## src/rtl/cap_pkg.sv

```systemverilog
package cap_pkg;

    typedef enum logic [1:0] {
        POS_POST = 2'd0,
        POS_MID  = 2'd1,
        POS_PRE  = 2'd2,
        POS_CONT = 2'd3
    } cap_pos_e;

    typedef enum logic [1:0] {
        ST_IDLE = 2'd0,
        ST_PRE  = 2'd1,
        ST_POST = 2'd2,
        ST_DONE = 2'd3
    } cap_st_e;

    // samples kept ahead of the trigger for a given position select
    function automatic int pre_share(input cap_pos_e m, input int depth);
        case (m)
            POS_POST: return depth / 8;
            POS_MID:  return depth / 2;
            POS_PRE:  return depth - depth / 8;
            default:  return depth;
        endcase
    endfunction

    function automatic int addr_w(input int depth);
        return (depth > 1) ? $clog2(depth) : 1;
    endfunction

    function automatic int cnt_w(input int depth);
        return (depth > 0) ? $clog2(depth + 1) : 1;
    endfunction

endpackage

```

## src/rtl/cap_store.sv

```systemverilog
module cap_store #(
    parameter int DEPTH = 16,
    parameter int DW    = 8,
    parameter int AW    = 4
) (
    input  logic          clk,
    input  logic          rst,
    input  logic          wr_en,
    input  logic [AW-1:0] wr_addr,
    input  logic [DW-1:0] wr_data,
    input  logic [AW-1:0] rd_addr,
    output logic [DW-1:0] rd_data
);
    generate
        if (DEPTH == 0) begin : g_none
            logic unused_in;
            assign unused_in = ^{wr_en, wr_addr, wr_data, rd_addr, rst};
            always_ff @(posedge clk) rd_data <= '0;
        end else begin : g_ram
            logic [DW-1:0] mem [DEPTH];
            always_ff @(posedge clk) begin
                if (wr_en) mem[wr_addr] <= wr_data;
                rd_data <= mem[rd_addr];
            end


            wr_addr_range_chk: assert property (@(posedge clk) disable iff (rst)
                wr_en |-> (int'(wr_addr) < DEPTH));
        end
    endgenerate
endmodule

```

## src/rtl/cap_ctrl.sv

```systemverilog
module cap_ctrl
    import cap_pkg::*;
#(
    parameter int DEPTH = 16,
    parameter int AW    = 4,
    parameter int CW    = 5
) (
    input  logic          clk,
    input  logic          rst,
    input  logic          arm,
    input  logic          stop,
    input  cap_pos_e      mode_sel,
    input  logic          smp_en,
    input  logic          trig,
    output logic          wr_en,
    output logic [AW-1:0] wr_addr,
    output logic [AW-1:0] base_addr,
    output logic          busy,
    output logic          done,
    output logic [CW-1:0] valid_cnt,
    output logic [CW-1:0] trig_pos
);
    localparam int LAST = (DEPTH > 0) ? DEPTH - 1 : 0;

    cap_st_e       st;
    cap_pos_e      mode_q;
    logic [AW-1:0] wptr, wptr_nx;
    logic [CW-1:0] held, held_inc, kept, post_left;
    logic [CW-1:0] pre_lim, post_lim, k;
    logic          trig_eff;

    always_comb begin
        pre_lim  = CW'(pre_share(mode_q, DEPTH));
        post_lim = CW'(DEPTH) - pre_lim;
        wptr_nx  = (wptr == AW'(LAST)) ? '0 : wptr + 1'b1;
        held_inc = (held == CW'(DEPTH)) ? held : held + 1'b1;
        k        = (held < pre_lim) ? held : pre_lim;
        trig_eff = (st == ST_PRE) && smp_en && trig && (mode_q != POS_CONT);
        wr_en    = (DEPTH > 0) && smp_en &&
                   ((st == ST_POST) ||
                    ((st == ST_PRE) && !(trig_eff && post_lim == '0)));
    end

    // oldest valid sample sits held slots behind the write pointer
    always_comb begin
        int diff;
        diff = int'(wptr) - int'(held);
        if (diff < 0) diff = diff + DEPTH;
        base_addr = (DEPTH > 0) ? AW'(diff) : '0;
    end

    always_ff @(posedge clk) begin
        if (rst) begin
            st        <= ST_IDLE;
            mode_q    <= POS_POST;
            wptr      <= '0;
            held      <= '0;
            kept      <= '0;
            post_left <= '0;
        end else if (arm) begin
            st        <= ST_PRE;
            mode_q    <= mode_sel;
            wptr      <= '0;
            held      <= '0;
            kept      <= '0;
            post_left <= '0;
        end else if (stop && (st == ST_PRE || st == ST_POST)) begin
            st <= ST_DONE;
            if (st == ST_PRE) kept <= held;
        end else begin
            case (st)
                ST_PRE: begin
                    if (trig_eff) begin
                        kept <= k;
                        if (post_lim == '0) begin
                            held <= k;
                            st   <= ST_DONE;
                        end else begin
                            wptr <= wptr_nx;
                            held <= k + 1'b1;
                            if (post_lim == CW'(1)) begin
                                st <= ST_DONE;
                            end else begin
                                st        <= ST_POST;
                                post_left <= post_lim - 1'b1;
                            end
                        end
                    end else if (smp_en) begin
                        wptr <= wptr_nx;
                        held <= held_inc;
                    end
                end
                ST_POST: begin
                    if (smp_en) begin
                        wptr      <= wptr_nx;
                        held      <= held + 1'b1;
                        post_left <= post_left - 1'b1;
                        if (post_left == CW'(1)) st <= ST_DONE;
                    end
                end
                default: ;
            endcase
        end
    end

    assign wr_addr   = wptr;
    assign busy      = (st == ST_PRE) || (st == ST_POST);
    assign done      = (st == ST_DONE);
    assign valid_cnt = held;
    assign trig_pos  = kept;


    done_frozen_chk: assert property (@(posedge clk) disable iff (rst)
        (done && !arm) |=> (done && $stable(held) && $stable(wptr)));

    arm_restart_chk: assert property (@(posedge clk) disable iff (rst)
        arm |=> (busy && !done && valid_cnt == '0));

    idle_cycle_chk: assert property (@(posedge clk) disable iff (rst)
        (busy && !smp_en && !stop && !arm) |=> ($stable(held) && $stable(wptr)));

    cont_hold_chk: assert property (@(posedge clk) disable iff (rst)
        (busy && mode_q == POS_CONT && !stop && !arm) |=> busy);

    held_bound_chk: assert property (@(posedge clk) disable iff (rst)
        (int'(valid_cnt) <= DEPTH) && (trig_pos <= valid_cnt || busy));
endmodule

```

## src/rtl/cap_buffer.sv

```systemverilog
module cap_buffer
    import cap_pkg::*;
#(
    parameter int DEPTH = 16,
    parameter int DW    = 8,
    parameter int AW    = addr_w(DEPTH),
    parameter int CW    = cnt_w(DEPTH)
) (
    input  logic          clk,
    input  logic          rst,
    input  logic          arm,
    input  logic          stop,
    input  logic [1:0]    mode_sel,
    input  logic          smp_en,
    input  logic [DW-1:0] smp_data,
    input  logic          trig,
    input  logic [AW-1:0] rd_idx,
    output logic [DW-1:0] rd_data,
    output logic          busy,
    output logic          done,
    output logic [CW-1:0] valid_cnt,
    output logic [CW-1:0] trig_pos
);
    logic          wr_en;
    logic [AW-1:0] wr_addr, base_addr, rd_addr;

    cap_ctrl #(.DEPTH(DEPTH), .AW(AW), .CW(CW)) u_ctrl (
        .clk       (clk),
        .rst       (rst),
        .arm       (arm),
        .stop      (stop),
        .mode_sel  (cap_pos_e'(mode_sel)),
        .smp_en    (smp_en),
        .trig      (trig),
        .wr_en     (wr_en),
        .wr_addr   (wr_addr),
        .base_addr (base_addr),
        .busy      (busy),
        .done      (done),
        .valid_cnt (valid_cnt),
        .trig_pos  (trig_pos)
    );

    // time-order index to physical slot, wrapping once modulo DEPTH
    always_comb begin
        int sum;
        sum = int'(base_addr) + int'(rd_idx);
        if (DEPTH > 0 && sum >= DEPTH) sum = sum - DEPTH;
        rd_addr = AW'(sum);
    end

    cap_store #(.DEPTH(DEPTH), .DW(DW), .AW(AW)) u_store (
        .clk     (clk),
        .rst     (rst),
        .wr_en   (wr_en),
        .wr_addr (wr_addr),
        .wr_data (smp_data),
        .rd_addr (rd_addr),
        .rd_data (rd_data)
    );
endmodule

```

## config.mk

```make
export PLATFORM = sky130hd
export DESIGN_NAME = cap_buffer
export DESIGN_NICKNAME = d
export VERILOG_FILES = /design/src/rtl/cap_pkg.sv /design/src/rtl/cap_store.sv /design/src/rtl/cap_ctrl.sv /design/src/rtl/cap_buffer.sv
export SDC_FILE = /design/constraint.sdc
export NUM_CORES = 1
export LEC_CHECK = 0
export ABC_CLOCK_PERIOD_IN_PS = 3700
export BUFFER_PORTS_ARGS = -buffer_cell sky130_fd_sc_hd__buf_2
export CAP_MARGIN = 25
export CORE_MARGIN = 2
export CORE_UTILIZATION = 24
export DETAILED_ROUTE_END_ITERATION = 12
export GPL_TIMING_DRIVEN = 0
export PLACE_DENSITY = 0.4
export SLEW_MARGIN = 25
export SYNTH_ARGS = -nofsm -noshare
export SYNTH_HDL_FRONTEND = slang
export SYNTH_HIERARCHICAL = 1
export SYNTH_SLANG_ARGS = --single-unit
```

## constraint.sdc

```tcl
create_clock -name clk -period 3.7 [get_ports clk]
set_clock_uncertainty 0.15 [all_clocks]
set_input_delay 1.11 -clock clk [delete_from_list [all_inputs] [get_ports clk]]
set_output_delay 1.11 -clock clk [all_outputs]
set_load 0.02 [all_outputs]
```

==> metrics.md <==
| Metric | Value |
|---|---|
| Routability cong. | `0.769` |
| Lkg Pwr | `2.91 nW` |
| Die area | `30700 µm²` |
| Number of diodes | `0` |
| Pint | `3.12 mW` |
| Sw power | `1.18 mW` |
| Power Density | `515 nW/µm²` |
| R2R setup slack | `0.20 ns` |
| First-pass GRT wire length | `25500 µm` |
| Via/cell ratio | `4.50` |
| Row cnt | `62` |
| Total GRT Usage | `11.3%` |
| DRC errors left | `0` |
| Post-DP HPWL | `11400 µm` |
| Max VDD drop | `316 µV` |
| Worst Hold Path Cells | `2` |
| Clk slew on worst S/H paths | `0.07 ns` |
| Reg2reg start | `u_ctrl/wr_addr[0]` |
| Critical Path RT | `3.86 ns` |
| Sequential Power Share | `46.6%` |
| Top post-synthesis cells by area | `edfxtp_1, dfxtp_1, mux4_2, mux4_1, ha_1` |
| Gr ovfl total | `0` |
| Post-CTS Setup Bufs | `0` |
| ANT nets after route | `0` |
| Setup crit end kind | `flip-flop` |
| Synthesized flop and latch total | `159` |
| Final WS setup | `0.202 ns` |
| DR WL/cell | `18.0 µm` |
| Drt pass-1 iters | `6` |
| Die height | `175 µm` |
| Area growth syn-to-layout | `18.6%` |
| Total wire length | `16400 µm` |
| Root Buffer | `clkbuf_16` |
| Number of flops mapped to enable cells by yosys | `128` |
| Reg2reg end | `u_store/rd_data[2]` |
| CP peak stage delay | `0.67 ns` |
| Maximum buffer depth of the clock tree | `2` |
| Clk Latency, worst-skew pair | `0.42 ns` |
| Initial Util | `24.4%` |
| Synth Warn # | `6` |
| Total CTS buffers | `17` |
| Least-Margin Pin Slew | `0.894 ns` |
| Asr flop ratio synth | `0%` |
| Clock tree from TritonCTS | `yes` |
| Top cell type's share of synthesized area | `54.7%` |
| Iteration-0 DRC Markers | `273` |
| Layout cell share with drive strength beyond 1 | `23.1%` |
| Via count | `4101` |
| Sw Share | `27.4%` |
| Fin crit period | `3.50 ns` |
| Dpl ws | `-0.0494 ns` |
| F_max | `286 MHz` |
| Max_cap viols | `0` |
| Synth Instances | `458` |
| HP Start | `u_ctrl/trig_pos[0]` |
| Sequential share of the synthesized area | `63.5%` |
| Buffers added on ports | `38` |
| Combinational share of power | `13.7%` |
| Main synth FF type | `edfxtp_1` |
| Vias in the first global route | `4248` |
| Worst path cell trace | `inv_1 > ha_1 > fa_1 > inv_1 > fa_1 > buf_2 > mux4_1 > a22oi_1 > nand2_1` |
| Post-placement cell count | `881` |
| Setup violators final | `0` |
| Area leader, netlist | `edfxtp_1` |
| Die W | `175 µm` |
| Crit Path Max Fanout | `12` |
| Crit path arrival time | `3.66 ns` |
| Final Net Count | `559` |
| Synth cell types | `59` |
| TNS Setup | `0 ns` |
| Hold Crit Endpoint | `u_ctrl/trig_pos[0]` |
| Avg Inst Size Synth | `15.3 µm²` |
| Final period utilization | `94.5%` |
| I/O pin total | `40` |
| H-tree depth | `4` |
| Worst hold path type | `flip-flop to flip-flop` |
| Synthesized Nets | `502` |
| CP max stage cell | `fa_1` |
| Hold_ws | `0.326 ns` |
| Max_slew headroom | `40.2%` |
| TritonCTS Sinks | `159` |
| Pins Over Slew Limit | `0` |
| CP Launch Type | `flip-flop` |
| RSZ-0062 raised after global routing | `false` |
| Worst r2r path cells | `9` |
| Tot Pwr | `4.30 mW` |
| Core box area | `28800 µm²` |
| Final count of hold timing violations | `0` |
| Outcome | `finished clean` |
| Fin cells | `912` |
| Mapped Area | `7030 µm²` |
| Setup Crit Path Kind | `flip-flop to flip-flop` |
| Clock power frac | `39.7%` |
| Pin count of the biggest net entering global routing | `19` |
| Initial antenna violation count | `1` |
## per-stage QoR
step                instance area [µm²]  utilization (%)
detailed placement                 7730             26.8
finish                             8330             29.0
global placement                   7700             26.8
CTS                                8320             28.9
global route                       8330             29.0
floorplan                          7030                -
## worst max-delay path by stage
stage	startpoint	to	slack, ns
floorplan	u_ctrl/mode_q[1]	u_ctrl/valid_cnt[4]	0.56
global placement	smp_en	u_store/g_ram.mem[0][2]	-0.11
detailed placement	u_ctrl/wr_addr[0]	u_store/rd_data[0]	-0.05
CTS	u_ctrl/mode_q[0]	u_ctrl/valid_cnt[4]	0.09
global route	u_ctrl/mode_q[1]	u_ctrl/valid_cnt[4]	0.002
finish	u_ctrl/wr_addr[0]	u_store/rd_data[2]	0.20
## placed cells by master (no fill, tap or decap), types with 5 or more instances in the layout
cell type / netlist / routed
edfxtp_1: 128 / 128
buf_2: 3 / 41
nor2_1: 31 / 31
dfxtp_1: 31 / 29
nand2_1: 26 / 26
ha_1: 22 / 20
inv_1: 19 / 19
a22oi_1: 19 / 19
mux4_2: 18 / 18
clkbuf_16: 0 / 17
o21ai_0: 17 / 17
a21oi_1: 18 / 17
mux4_1: 14 / 14
nand3_1: 12 / 12
mux2i_1: 6 / 6
nor3_1: 10 / 6
a21o_1: 5 / 5
inv_6: 0 / 5
nand2b_1: 5 / 5
## Yosys cell counts, types with 2 or more instances
cell type and number:
nand3_1 12, a21oi_1 18, fa_1 2, a22oi_1 19, nor3_1 10, xnor2_1 5, edfxtp_1 128, mux2i_1 6
a21oi_2 2, dfxtp_1 31, a21o_1 5, nor2_1 31, o21ai_0 17, clkbuf_1 5, nand2b_1 5, mux4_2 18
ha_1 22, clkdlybuf4s25_2 3, a211oi_1 2, mux4_1 14, a211o_1 2, nand4_1 2, xor2_1 3, buf_6 4
nor2b_1 4, nand3b_1 4, buf_4 2, inv_1 19, nand2_1 26, buf_2 3, and2_1 3, a311oi_1 4
## flip-flops by register name (all words and copies together) (netlist names)
register           flops
u_ctrl/mode_q          2
u_ctrl/post_left       5
u_ctrl/st              2
u_ctrl/trig_pos        5
u_ctrl/valid_cnt       5
u_ctrl/wr_addr         4
u_store/g_ram.mem    128
u_store/rd_data        8
## timing repair
action                                  4_1_cts  5_1_grt
endpoints found under the setup margin        5        7
hold endpoints to repair                      0        0
hold buffers                                  0        0
gates resized for setup                       2        5
## worst max-delay path, delay by kind of cell, from the launching register on
family,cells,cell delay (ns)
adders and majority gates,3,1.37
and+or+nand+nor,1,0.09
buffers and inverters,3,0.51
muxes,1,0.39
DFF,1,0.52
AOI/OAI and AO/OA,1,0.35
## logic make-up (layout without fill, tap and decap cells)
group,count (synthesis),count (layout),synth area share (%)
AO/OA/AOI/OAI,82,82,8.28
multiplexers,38,38,11.9
adder cells (fa/ha/maj),24,24,4.49
buffers and inverters,36,106,2.78
XOR/XNOR,8,8,0.997
flip-flops,159,159,63.5
AND/OR/NAND/NOR,111,111,8.10
## power groups by stage
stage | logic, mW | registers, mW | clock network [mW]
after floorplan | 0.340 | 2.09 | 0
after global placement | 0.589 | 2.04 | 0
after detailed placement | 0.596 | 2.04 | 0
after CTS | 0.598 | 2.00 | 1.77
after global routing | 0.646 | 2.01 | 1.84
final | 0.590 | 2.00 | 1.70
## final cells by class
class	instances	area [µm²]
well taps	384	480
inverters	19	71.3
clock inverters	15	165
flip-flops and latches	159	4470
clock buffers	17	425
plain buffers	16	120
multi-input cells	263	2410
fillers	2887	20400
repair buffers	39	198
## metal layers
| metal | vias up | share of wire (%) | GRT usage, % |
|---|---|---|---|
| li1 | 1909 | - | - |
| met1 | 2091 | 46 | 14.4 |
| met2 | 81 | 49 | 18.8 |
| met3 | 18 | 3.6 | 2.85 |
| met4 | 2 | 1.4 | 3.47 |
| met5 | - | 0.067 | 0 |
Note: power is estimated with default switching activity, not from simulation.
